$ cat config.mk
export PLATFORM = sky130hd
export DESIGN_NAME = trig_align
export DESIGN_NICKNAME = d
export VERILOG_FILES = /design/src/rtl/trig_align_pkg.sv /design/src/rtl/trig_align_divider.sv /design/src/rtl/trig_align_datapath.sv /design/src/rtl/trig_align.sv
export SDC_FILE = /design/constraint.sdc
export NUM_CORES = 1
export LEC_CHECK = 0
export BUFFER_PORTS_ARGS = -buffer_cell sky130_fd_sc_hd__buf_2
export CORE_UTILIZATION = 54
export CTS_CLUSTER_SIZE = 24
export DETAILED_ROUTE_END_ITERATION = 7
export PLACE_DENSITY = 0.79
export RECOVER_POWER = 25
export SYNTH_ARGS = -nofsm -noshare
export SYNTH_HDL_FRONTEND = slang
export SYNTH_HIERARCHICAL = 1
export SYNTH_SLANG_ARGS = --single-unit
$ cat constraint.sdc
create_clock -name clk -period 3 [get_ports clk]
set_clock_uncertainty 0.05 [all_clocks]
set_input_delay 0.6 -clock clk [delete_from_list [all_inputs] [get_ports clk]]
set_output_delay 0.6 -clock clk [all_outputs]
set_load 0.1 [all_outputs]
$ cat src/rtl/trig_align_pkg.sv
package trig_align_pkg;

  // Phase strobes that the divider hands to the trigger datapath.
  typedef struct packed {
    logic riseTick;
    logic fallTick;
  } syncStrobes_t;

endpackage

$ cat src/rtl/trig_align_divider.sv
module trig_align_divider
  import trig_align_pkg::*;
#(
  parameter int DIV_W = 8
) (
  input  logic             clk,
  input  logic             rstN,
  input  logic             syncRst,
  input  logic [DIV_W-1:0] divRatio,
  output syncStrobes_t     strobes,
  output logic             syncClk
);

  localparam logic [DIV_W-1:0] MIN_RATIO = DIV_W'(2);

  logic [DIV_W-1:0] effRatio;
  logic [DIV_W-1:0] halfRatio;
  logic [DIV_W-1:0] phaseCnt;
  logic             lastPhase;

  // force an even ratio of at least two
  always_comb begin
    if (divRatio < MIN_RATIO) effRatio = MIN_RATIO;
    else                      effRatio = {divRatio[DIV_W-1:1], 1'b0};
    halfRatio = effRatio >> 1;
    lastPhase = (phaseCnt >= effRatio - DIV_W'(1));
  end

  // restart puts the counter at phase 0
  always_ff @(posedge clk) begin
    if (!rstN)          phaseCnt <= '0;
    else if (syncRst)   phaseCnt <= '0;
    else if (lastPhase) phaseCnt <= '0;
    else                phaseCnt <= phaseCnt + DIV_W'(1);
  end

  always_comb begin
    strobes.riseTick = !syncRst && (phaseCnt == '0);
    strobes.fallTick = !syncRst && (phaseCnt == halfRatio);
    syncClk          = (phaseCnt < halfRatio);
  end

  AST_STROBES_EXCLUSIVE: assert property (@(posedge clk) disable iff (!rstN)
    !(strobes.riseTick && strobes.fallTick));

  AST_RESTART_RISES: assert property (@(posedge clk) disable iff (!rstN)
    ($past(syncRst) && !syncRst) |-> strobes.riseTick);

endmodule

$ cat src/rtl/trig_align_datapath.sv
module trig_align_datapath
  import trig_align_pkg::*;
#(
  parameter int SYNC_STAGES = 2
) (
  input  logic         clk,
  input  logic         rstN,
  input  logic         bypassEn,
  input  syncStrobes_t strobes,
  input  logic         sendReq,
  input  logic         trigIn,
  output logic         trigOut,
  output logic         trigRecv
);

  logic [SYNC_STAGES-1:0] syncChain;
  logic                   prevLevel;
  logic                   inEdge;
  logic                   inPend;
  logic                   outPend;
  logic                   outFire;
  logic                   inFire;

  // Input synchronizer chain
  always_ff @(posedge clk) begin
    if (!rstN) syncChain <= '0;
    else       syncChain <= {syncChain[SYNC_STAGES-2:0], trigIn};
  end

  always_ff @(posedge clk) begin
    if (!rstN) prevLevel <= 1'b0;
    else       prevLevel <= syncChain[SYNC_STAGES-1];
  end

  always_comb begin
    inEdge  = syncChain[SYNC_STAGES-1] && !prevLevel;
    outFire = outPend && strobes.riseTick;
    inFire  = inPend && strobes.fallTick;
  end

  always_ff @(posedge clk) begin
    if (!rstN) begin
      outPend  <= 1'b0;
      inPend   <= 1'b0;
      trigOut  <= 1'b0;
      trigRecv <= 1'b0;
    end else if (bypassEn) begin
      outPend  <= 1'b0;
      inPend   <= 1'b0;
      trigOut  <= sendReq;
      trigRecv <= inEdge;
    end else begin
      outPend  <= sendReq || (outPend && !strobes.riseTick);
      inPend   <= inEdge  || (inPend  && !strobes.fallTick);
      trigOut  <= outFire;
      trigRecv <= inFire;
    end
  end

  AST_OUT_ON_RISE: assert property (@(posedge clk) disable iff (!rstN)
    (trigOut && !$past(bypassEn)) |-> $past(strobes.riseTick));

  AST_RECV_ON_FALL: assert property (@(posedge clk) disable iff (!rstN)
    (trigRecv && !$past(bypassEn)) |-> $past(strobes.fallTick));

  AST_RECV_SINGLE: assert property (@(posedge clk) disable iff (!rstN)
    trigRecv |=> !trigRecv);

endmodule

$ cat src/rtl/trig_align.sv
module trig_align
  import trig_align_pkg::*;
#(
  parameter int DIV_W       = 8,
  parameter int SYNC_STAGES = 2
) (
  input  logic             clk,
  input  logic             rstN,
  input  logic             syncRst,
  input  logic [DIV_W-1:0] divRatio,
  input  logic             bypassEn,
  input  logic             sendReq,
  input  logic             trigIn,
  output logic             syncClk,
  output logic             trigOut,
  output logic             trigRecv
);

  syncStrobes_t strobes;

  trig_align_divider #(.DIV_W(DIV_W)) u_divider (
    .clk      (clk),
    .rstN     (rstN),
    .syncRst  (syncRst),
    .divRatio (divRatio),
    .strobes  (strobes),
    .syncClk  (syncClk)
  );

  trig_align_datapath #(.SYNC_STAGES(SYNC_STAGES)) u_datapath (
    .clk      (clk),
    .rstN     (rstN),
    .bypassEn (bypassEn),
    .strobes  (strobes),
    .sendReq  (sendReq),
    .trigIn   (trigIn),
    .trigOut  (trigOut),
    .trigRecv (trigRecv)
  );

  AST_RESET_QUIET: assert property (@(posedge clk)
    !rstN |=> (!trigOut && !trigRecv) || !rstN);

endmodule

# ---- Yosys cells after proc, flatten, opt, wreduce, memory -nomap -nowiden
# Index checks and enable logic that the tools add are counted.
dict set report word_totals {
  register_bits 15
  input_bits 14
  out_inout_bits 3
  elab_cells 33
}
dict set report classes {
  mux 3
  reduce_logical 16
  n_addsub 2
  n_eq_ne 1
  bitwise 1
  order_cmp 3
}
# op count
set ops {}
lappend ops {{adder 8 x 1 -> 8 bit, second input constant} 1}
lappend ops {{== test 8 x 7 -> 1 bit} 1}
lappend ops {{greater-or-equal comparator 8 bit} 1}
lappend ops {{zero test 8 bit} 1}
lappend ops {{less-than comparator 8 x 2 -> 1 bit, second input constant} 1}
lappend ops {{less-than comparator 8 x 7 -> 1 bit} 1}
lappend ops {{2-to-1 mux 8 bit} 1}
lappend ops {{subtractor 8 x 1 -> 8 bit, second input constant} 1}
lappend ops {{logical AND 1 bit} 7}
lappend ops {{zero test 1 bit} 4}
lappend ops {{OR reduction 3 bit} 1}
lappend ops {{logical OR 1 bit} 2}
lappend ops {{2-to-1 mux 1 bit} 2}
lappend ops {{OR reduction 2 bit} 1}
lappend ops {{NOT 1 bit} 1}

# ---- Depth between registers and ports, before layout
# Gate-level depths: netlist of run 1.
dict set report depth {
  word_depth 7
  ltp_mapped 11
  depth_no_buf 11
}

# ---- Modules after synthesis
# The synthesis of run 1 kept the hierarchy.
# module cells_each area_each_um2 seq_area_each_um2 instances
set modules_own_cells {}
lappend modules_own_cells {trig_align_divider 94 805.8 160.2 1}
lappend modules_own_cells {trig_align_datapath 22 224.0 140.1 1}

# ---- Least setup slack after synthesis of run 1
# OpenSTA, ideal clock, no wires.
dict set report synth_timing {
  kind {input to output}
  start {input divRatio[6]}
  end {output syncClk}
  path_buffers 0
  stages 7
  slack_ps -1011
  t_arrival_ps 3361
  t_required_ps 2350
  cell_sequence {nor3_1 > a21o_1 > ha_1 > nor2b_1 > o211ai_1 > a21oi_1 > a2111oi_2}
}
dict set report synth_via {
  elab_chain_len 3
}
# item line
set synth_lines {}
lappend synth_lines {{from (decl)} trig_align.sv:10} ;# input logic [DIV_W-1:0] divRatio,
lappend synth_lines {{less-than comparator 8 x 2 -> 1 bit} trig_align_divider.sv:23} ;# if (divRatio < MIN_RATIO) effRatio = MIN_RATIO;
lappend synth_lines {{2-to-1 mux 8 bit *} trig_align_divider.sv:23}
lappend synth_lines {{less-than comparator 8 x 7 -> 1 bit *} trig_align_divider.sv:40} ;# syncClk = (phaseCnt < halfRatio);
lappend synth_lines {{to (decl)} trig_align.sv:14} ;# output logic syncClk,
# Mark *: on every way between the ends. The rest lies on a longest branch, timed or not.

# ---- Worst setup path in the final report of run 1
# Ends and elaborated chain as after synthesis.

==> results, run 1 <==
- The sequential standard cell area is 300 sq um.
- The initial antenna violation count is 0.
- The number of global-route vias before repair is 804.
- The post-detailed-routing wire length is 1.97 mm.
- Summed over its instances, the top area cell type makes up 29.2% of the synthesized netlist area.
- The maximum fanout along the worst path is 4.
- The switching power as a share of total power is 27.7%.
- The clock slew at the register clock pins of the worst setup and hold paths is 0.09 ns.
- The slack of the worst reg-to-reg path is 1.37 ns.
- The time the worst path needs with I/O delays and setup is 2.82 ns.
- The starting utilization of the core area is 58.4%.
- In the post-route analysis, the smallest setup slack over all paths is 0.180 ns.
- Setup repair after global routing left no endpoint under its margin.
- The first global-routing pass estimated 3.15 mm of wire.
- The count of nets left with antenna violations once routing finished came out at 0.
- Entering global routing, the biggest net connects 10 pins.
- The share of async-settable or async-resettable flops after synthesis is 0%.
- Counting instances, the worst hold path has a depth of 1.
- The number of antenna cells inserted is 0.
- Sorting the synthesized cells by area gives the leading types as dfxtp_1 (29%), ha_1 (21%), xnor2_1 (5.1%).
- The share of cells above drive strength 1 is 17.8%.
- The number of remaining DRC errors is 0.
- Of the total power, the clock network draws 29.0%.
- The transition at the pin with the smallest max-transition slack is 0.482 ns.
- In this run the number of H-tree levels came out at 1.
- The area used by multi-input combinational logic is 702 sq um.
- The count of buffers added by post-CTS timing repair for setup is 0.
- The count of pins on the block boundary is 17.
- The internal power of the cells is 281 uW.
- The count of buffers added on input and output ports is 15.
- The instance count of the mapped netlist is 116.
- The fill cell instance count of the final layout is 157.
- Among all flip-flop cells after synthesis, the most frequent one is dfxtp_1.
- The endpoint identified for the worst register-to-register timing path is u_divider/phaseCnt[5].
- The later-pin clock latency in the skew report is 0.28 ns.
- In the final design database the tool counted 167 nets.
- In this run, CTS created clock tree buffers numbering 3.
- The worst hold path begins at u_datapath/syncChain[0].
- The share of total power dissipated in combinational logic is 17.7%.
- The start-to-end type of the worst setup path is in -> out.
- The worst hold path terminates at u_datapath/syncChain[1].
- In this run, distinct cell masters in the synthesized netlist total 29.
- The share of power burned in registers is 53.3%.
- Setup violations remaining at the end of the flow were counted as 0.
- Data on the critical path arrives at its endpoint at 2.17 ns.
- The core region is 1760 sq um.
- Based on the critical path, the design can be clocked at up to 0.355 GHz.
- The final number of max-transition violations came to 0.
- The first routing iteration left 10 violations.
- The most frequent standard cell in the layout excluding fill and tap cells is ha_1.
- Of all cell types, the one taking the most synthesized area is dfxtp_1.
- The hold violation total from the final report was 0.
- The average instance in the mapped netlist occupies 8.88 sq um.
- After layout, the worst path uses 94.0% of the clock period.
- The power dissipated by switching net loads is 108 uW.
- The pre-CTS worst setup slack is 0.0712 ns.
- At the end of routability-driven placement, the weighted congestion stood at 0.775.
- The register bit total from synthesis is 15.
- IR analysis of the VDD net gives a maximum drop of 0.310 mV.
- The area growth from synthesis to layout is 16.0%.
- The run finished with clean final reports.
- Measured in cells, the most critical reg-to-reg path has a length of 4.
- Summed over all failing endpoints, the final setup total negative slack is 0 ns.
- The number of cell rows is 15.
- The number of clock sinks is 15.
- After detailed routing, the average wire length per cell comes to 12.3 um.
- The endpoint class of the critical path is a primary output.
- The number of buffers between clock root and the deepest sink is 2.
- The tightest min-delay check is of the reg -> reg type.
- Summing every instance area after synthesis gives 1030 sq um.
- The share of synthesized area occupied by flip-flops and latches is 29.2%.
- The warning count from the yosys run is 6.
- Detailed routing inserted a total of 855 vias.
- After detailed routing, the number of vias per cell comes to 5.34.
- Measured against its own limit, the worst slew margin works out to 68.1%.
- The CTS tree is yes.
- Counting flops with a built-in enable in the synthesized netlist gives 0.
- The total overflow left after global routing is 0.
- Synthesis produced a netlist with a net count of 147.
- The number of gates resized after CTS was 0.
- The root buffer cell is clkbuf_4.
- STA classifies the critical path startpoint as a primary input.
- The floorplan step defined a die boundary enclosing 2090 sq um.
- The die is 45.7 um wide.
- The total power consumption of the routed design is 389 uW.
- Before antenna repair, the detailed router went through 4 iterations.
- The required time of the critical path is 2.35 ns.
- Hold repair after CTS inserted 0 buffers.
- The max-cap violation count is 0.
- The floorplan step set the die height to 45.7 um.
- The leakage component of the power is 0.566 nW.
- The half-perimeter wire length after detailed placement is 1.57 mm.
- The startpoint identified for the worst register-to-register timing path is u_divider/phaseCnt[7].
- Across every metal layer, demand over resource in global routing totals 21.2%.
- The library cells used most frequently in the layout, excluding fill and tap cells, are ha_1 (17), dfxtp_1 (15), buf_2 (13), inv_1 (12), nor2_1 (11).
- In this run the power density over the cells is 325 nW/um^2.
-- power groups by stage --
stage / combinational [mW] / clock [mW] / sequential, mW
CTS: 0.0696 / 0.115 / 0.207
floorplan: 0.0407 / 0 / 0.217
finish: 0.0690 / 0.113 / 0.207
detailed placement: 0.0696 / 0 / 0.212
global placement: 0.0662 / 0 / 0.211
global route: 0.0765 / 0.126 / 0.208
-- layer usage --
| layer | vias up | share of wire, % | track usage [%] |
|---|---|---|---|
| met5 | - | 0 | 0 |
| met4 | 0 | 0.76 | 7.27 |
| met3 | 2 | 2.4 | 3.57 |
| met2 | 13 | 51 | 38.9 |
| met1 | 390 | 46 | 24.5 |
| li1 | 450 | - | - |
-- sequential cells by signal (all words and copies together), names as in the netlist --
name and cells:
u_divider/phaseCnt 8, u_datapath/prevLevel 1, u_datapath/inPend 1, u_datapath/outPend 1, u_datapath/trigRecv 1, u_datapath/trigOut 1, u_datapath/syncChain 2
-- worst max-delay path, stage by stage --
cell and delay, ns:
buf_2 0.13, nor3_2 0.21, a21o_1 0.19, ha_1 0.16, nor2b_1 0.04, o211ai_1 0.14
a21oi_1 0.13, a2111oi_4 0.34, buf_12 0.22
-- cells by family after synthesis --
kind of cell | after synthesis | synth area share, %
XOR/XNOR | 9 | 7.66
adder cells (fa/ha/maj) | 17 | 20.7
buffers and inverters | 12 | 4.37
AND/OR/NAND/NOR | 44 | 22.6
AO/OA/AOI/OAI | 19 | 15.6
flip-flops | 15 | 29.2
-- through the flow --
stage / instances / area [sq um] / hold slack, ns / util (%)
final: 160 / 1190 / 0.395 / 67.7
after global placement: 156 / 1170 / 0.370 / 66.2
after detailed placement: 156 / 1170 / 0.378 / 66.2
after CTS: 160 / 1200 / 0.400 / 67.8
after global routing: 160 / 1190 / 0.430 / 67.7
after floorplan: 116 / 1050 / 0.362 / -
-- cells in the mapped netlist (2+ instances only) --
| cell type | count |
|---|---|
| a21o_1 | 3 |
| a21oi_1 | 8 |
| and2_1 | 3 |
| dfxtp_1 | 15 |
| ha_1 | 17 |
| inv_1 | 12 |
| nand2_1 | 6 |
| nand2b_1 | 3 |
| nand3_1 | 4 |
| nand4_1 | 2 |
| nor2_1 | 11 |
| nor3_1 | 6 |
| nor4_1 | 2 |
| o22ai_1 | 2 |
| xnor2_1 | 6 |
| xor2_1 | 3 |
-- final cells by class --
class | count | area share, %
Multi-Input combinational cell | 89 | 58.7
Inverter | 12 | 3.77
Timing Repair Buffer | 15 | 7.43
Sequential cell | 15 | 25.1
Clock inverter | 1 | 0.419
Tap cell | 25 | 2.62
Clock buffer | 3 | 1.88
-- worst max path at each step --
stage | start | end | slack, ns | depth (start not counted)
after floorplan | divRatio[6] | syncClk | -0.17 | 7
after global placement | divRatio[6] | u_divider/phaseCnt[5] | 0.12 | 12
after detailed placement | divRatio[6] | u_divider/phaseCnt[5] | 0.07 | 12
after CTS | divRatio[6] | syncClk | 0.16 | 9
after global routing | divRatio[6] | syncClk | 0.07 | 9
final | divRatio[6] | syncClk | 0.18 | 9
No activity file was read; power rests on OpenSTA's default activity.
==> run 2, diff against run 1 <==
--- a/config.mk
+++ b/config.mk
@@ -5,11 +5,13 @@
 export SDC_FILE = /design/constraint.sdc
 export NUM_CORES = 1
 export LEC_CHECK = 0
+export ABC_AREA = 1
 export BUFFER_PORTS_ARGS = -buffer_cell sky130_fd_sc_hd__buf_2
-export CORE_UTILIZATION = 54
+export CAP_MARGIN = 10
+export CORE_UTILIZATION = 55
 export CTS_CLUSTER_SIZE = 24
 export DETAILED_ROUTE_END_ITERATION = 7
-export PLACE_DENSITY = 0.79
+export PLACE_DENSITY = 0.8
 export RECOVER_POWER = 25
 export SYNTH_ARGS = -nofsm -noshare
 export SYNTH_HDL_FRONTEND = slang
==> run 2 against run 1 <==
Against the previous run: sequential power about the same; combinational power rose by 2%; global-route usage rose by 2.4 points; critical path depth is 1 higher; clock power rose by 5%; critical path type unchanged; critical endpoint unchanged; largest power group unchanged; highest routed layer unchanged.
==> results, run 2 <==
- The number of global-route vias before repair came to 971.
- The post-detailed-routing wire length is 2.26 mm.
- The tightest min-delay check is of the reg -> reg type.
- STA puts the critical path data arrival time at 1.94 ns.
- Synthesis inferred 15 register bits.
- By count the netlist is led by inv_1 (40), nand2_1 (31), nor2_1 (18).
- For this design the top-level I/O count stands at 17.
- The start-to-end type of the worst setup path is in -> out.
- The number of clock buffers inserted by TritonCTS is 3.
- The maximum VDD drop is 0.274 mV.
- The H-tree depth is 1.
- The number of nets handed over by synthesis was 193.
- The instance count of the mapped netlist is 162.
- The leakage component of the power is 0.687 nW.
- The primary flip-flop cell chosen by synthesis mapping is dfxtp_1.
- The top cell types in the final layout, fill and taps aside, are inv_1 (40), nand2_1 (31), nor2_1 (18), ha_1 (17), dfxtp_1 (15).
- Data on the critical path is required at its endpoint by 2.35 ns.
- The share of async-settable or async-resettable flops after synthesis is 0%.
- After floorplanning, the core was divided into 15 placement rows.
- CTS saw 15 sinks.
- During synthesis, Yosys emitted a total of 6 warnings.
- The core area is 1820 sq um.
- The largest area contributor in the synthesized netlist is dfxtp_1.
- The worst setup path is launched from a primary input.
- The die width is 47.1 um.
- The worst path in the final design needs a cycle of 2.59 ns, including I/O delays and setup.
- The largest net degree at the start of global routing is 9.
- Headroom to the max-slew limit came out at 68.0%.
- The post-synthesis instance area is 1120 sq um.
- In this run the worst path has a maximum fanout of 4.
- The cell area reported after detailed placement is 1240 sq um.
- From synthesis to final layout, the design area changed by 13.1%.
- The hold violation total from the final report came to 0.
- The endpoint identified for the worst register-to-register timing path is u_divider/phaseCnt[7].
- The endpoint class of the critical path is a primary output.
- The power per cell area is 313 nW/um^2.
- The global-route wire length before repair is 3.67 mm.
- The via count is 1038.
- CTS placed an instance of clkbuf_4 at the clock tree root.
- The number of unique standard cell types used by synthesis is 19.
- The library cell used most frequently in the layout, excluding fill and tap cells, is inv_1.
- The pre-CTS worst setup slack is 0.288 ns.
- The share of synthesized area occupied by flip-flops and latches is 26.9%.
- Of the cells placed in the final design, the portion with a size suffix greater than 1 is 13.3%.
- The final critical-path share of the clock period is 86.5%.
- The detail-routed via count per cell is 5.04.
- The all-layer global routing usage is 23.7%.
- The count of port buffers added during placement is 15.
- The final number of max-transition violations was 0.
- The top register by number of flip-flops is u_divider/phaseCnt.
- The initial antenna violation count was 0.
- Static timing analysis puts the maximum clock frequency at 0.386 GHz.
- The max-cap violation count is 0.
- The final antenna-violating net count is 0.
- In this run the critical register-to-register path is launched from u_divider/phaseCnt[3].
- The number of remaining DRC errors is 0.
- Routability-driven placement finished with a final weighted congestion of 0.898.
- The most instantiated library cell after synthesis is inv_1.
- The longest clock path from root to sink contains 2 buffers.
- Once the floorplan was initialized, standard cells occupied 61.4% of the core.
- The wire-length estimate of the detail-placed layout is 1.85 mm.
- The number of flops mapped to enable cells by yosys is 0.
- The top-area cell type share of the netlist area is 26.9%.
- The number of antenna cells inserted is 0.
- At the pin with the least slew margin, the transition time is 0.484 ns.
- After routing, the total negative slack on setup checks comes to 0 ns.
- The run finished with clean final reports.
- The first detailed-routing pass took 4 iterations.
- The count of buffers added by post-CTS timing repair for setup is 0.
- The most critical setup path has its startpoint at divRatio[5].
- The tightest hold path in the finished design has a slack of 0.375 ns.
- After detailed routing, the average wire length per cell comes to 11.0 um.
- Once placement completed, the tool counted placed cells totaling 202.
- The depth of the most critical reg-to-reg path is 6.
- The number of standard cells in the final layout excluding fillers is 206.
- The design area is 1260 sq um.
- The clock reaches the later pin of the worst-skew pair after 0.29 ns.
- The worst register-to-register path has a setup slack of 1.48 ns.
- A synthesized cell averages 6.90 sq um.
- Setup violations remaining at the end of the flow were counted as 0.
- At the end of the flow the core is filled with cells to 69.4%.
- Setup slack closes at 0.406 ns.
- The net count of the finished layout is 213.
- The post-cts repair resize count is 0.
- After clock tree synthesis, the flow added hold-fix buffers numbering 0.
- The die covers 2220 sq um.
- The total power consumption of the routed design is 396 uW.
- The startpoint of the lowest-slack hold path is u_datapath/syncChain[0].
- The die is 47.1 um tall.
- The clock slew at the register clock pins of the worst setup and hold paths is 0.09 ns.
- Setup repair after global routing left no endpoint under its margin.
- The total congestion overflow is 0.
- The CTS tree is yes.
- The detailed router finished its first iteration with 19 violations.
- In this run the worst setup path terminates at syncClk.
- By area the synthesized netlist is led by dfxtp_1 (27%), ha_1 (19%), inv_1 (13%).
- In the final layout, the registers with the most flip-flops are u_divider/phaseCnt: 8 flops, u_datapath/syncChain: 2 flops.
- The flip-flop count of the largest register after layout is 8.
-- run 2: cell types whose count changed after synthesis, sizes merged, moves of 4 or more --
cell	before	now
nand2b	4	0
inv	12	40
xor2	3	7
xnor2	6	2
nand4	2	7
nor2	11	19
nand2	6	33
nor3	6	1
-- run 2: logic make-up after synthesis --
family	synth area share [%]
AOI/OAI and AO/OA	6.50
and+or+nand+nor	27.1
adders and majority gates	19.0
xor gates and xnor gates	7.06
buffers and inverters	13.4
DFF	26.9
-- run 2: per-layer routing --
metal	share of wire (%)	global-route usage, %	wire length (um)
met5	0	0	0
met4	0.93	8.00	21
met3	4.9	6.54	110
met1	44	25.0	985
met2	50	44.7	1140
-- run 2: worst min path at each step --
stage	end	cells after the start
after CTS	u_datapath/syncChain[1]	2
after global placement	u_datapath/syncChain[1]	2
final	u_datapath/syncChain[1]	2
after detailed placement	u_datapath/syncChain[1]	2
after floorplan	u_datapath/syncChain[1]	2
after global routing	u_datapath/syncChain[1]	2
-- run 2: critical path, stage by stage --
cell,delay (ns)
buf_2,0.13
nor2_1,0.19
a31oi_1,0.15
inv_1,0.10
ha_1,0.14
inv_1,0.03
a21oi_1,0.10
o21ai_0,0.11
a21oi_2,0.20
buf_12,0.19
-- run 2: cell type report --
type                            count  area [sq um]
Inverter                           40           150
Tap cell                           25          31.3
Fill cell                         176           557
Sequential cell                    15           300
Multi-Input combinational cell    107           667
Clock buffer                        4          26.3
Timing Repair Buffer               15          88.8
-- run 2: where the power goes --
part / switching, mW / internal, mW / total (mW)
Sequential: 0.00312 / 0.204 / 0.207
Clock: 0.0667 / 0.0518 / 0.119
Combinational: 0.0445 / 0.0260 / 0.0705
Total: 0.114 / 0.282 / 0.396
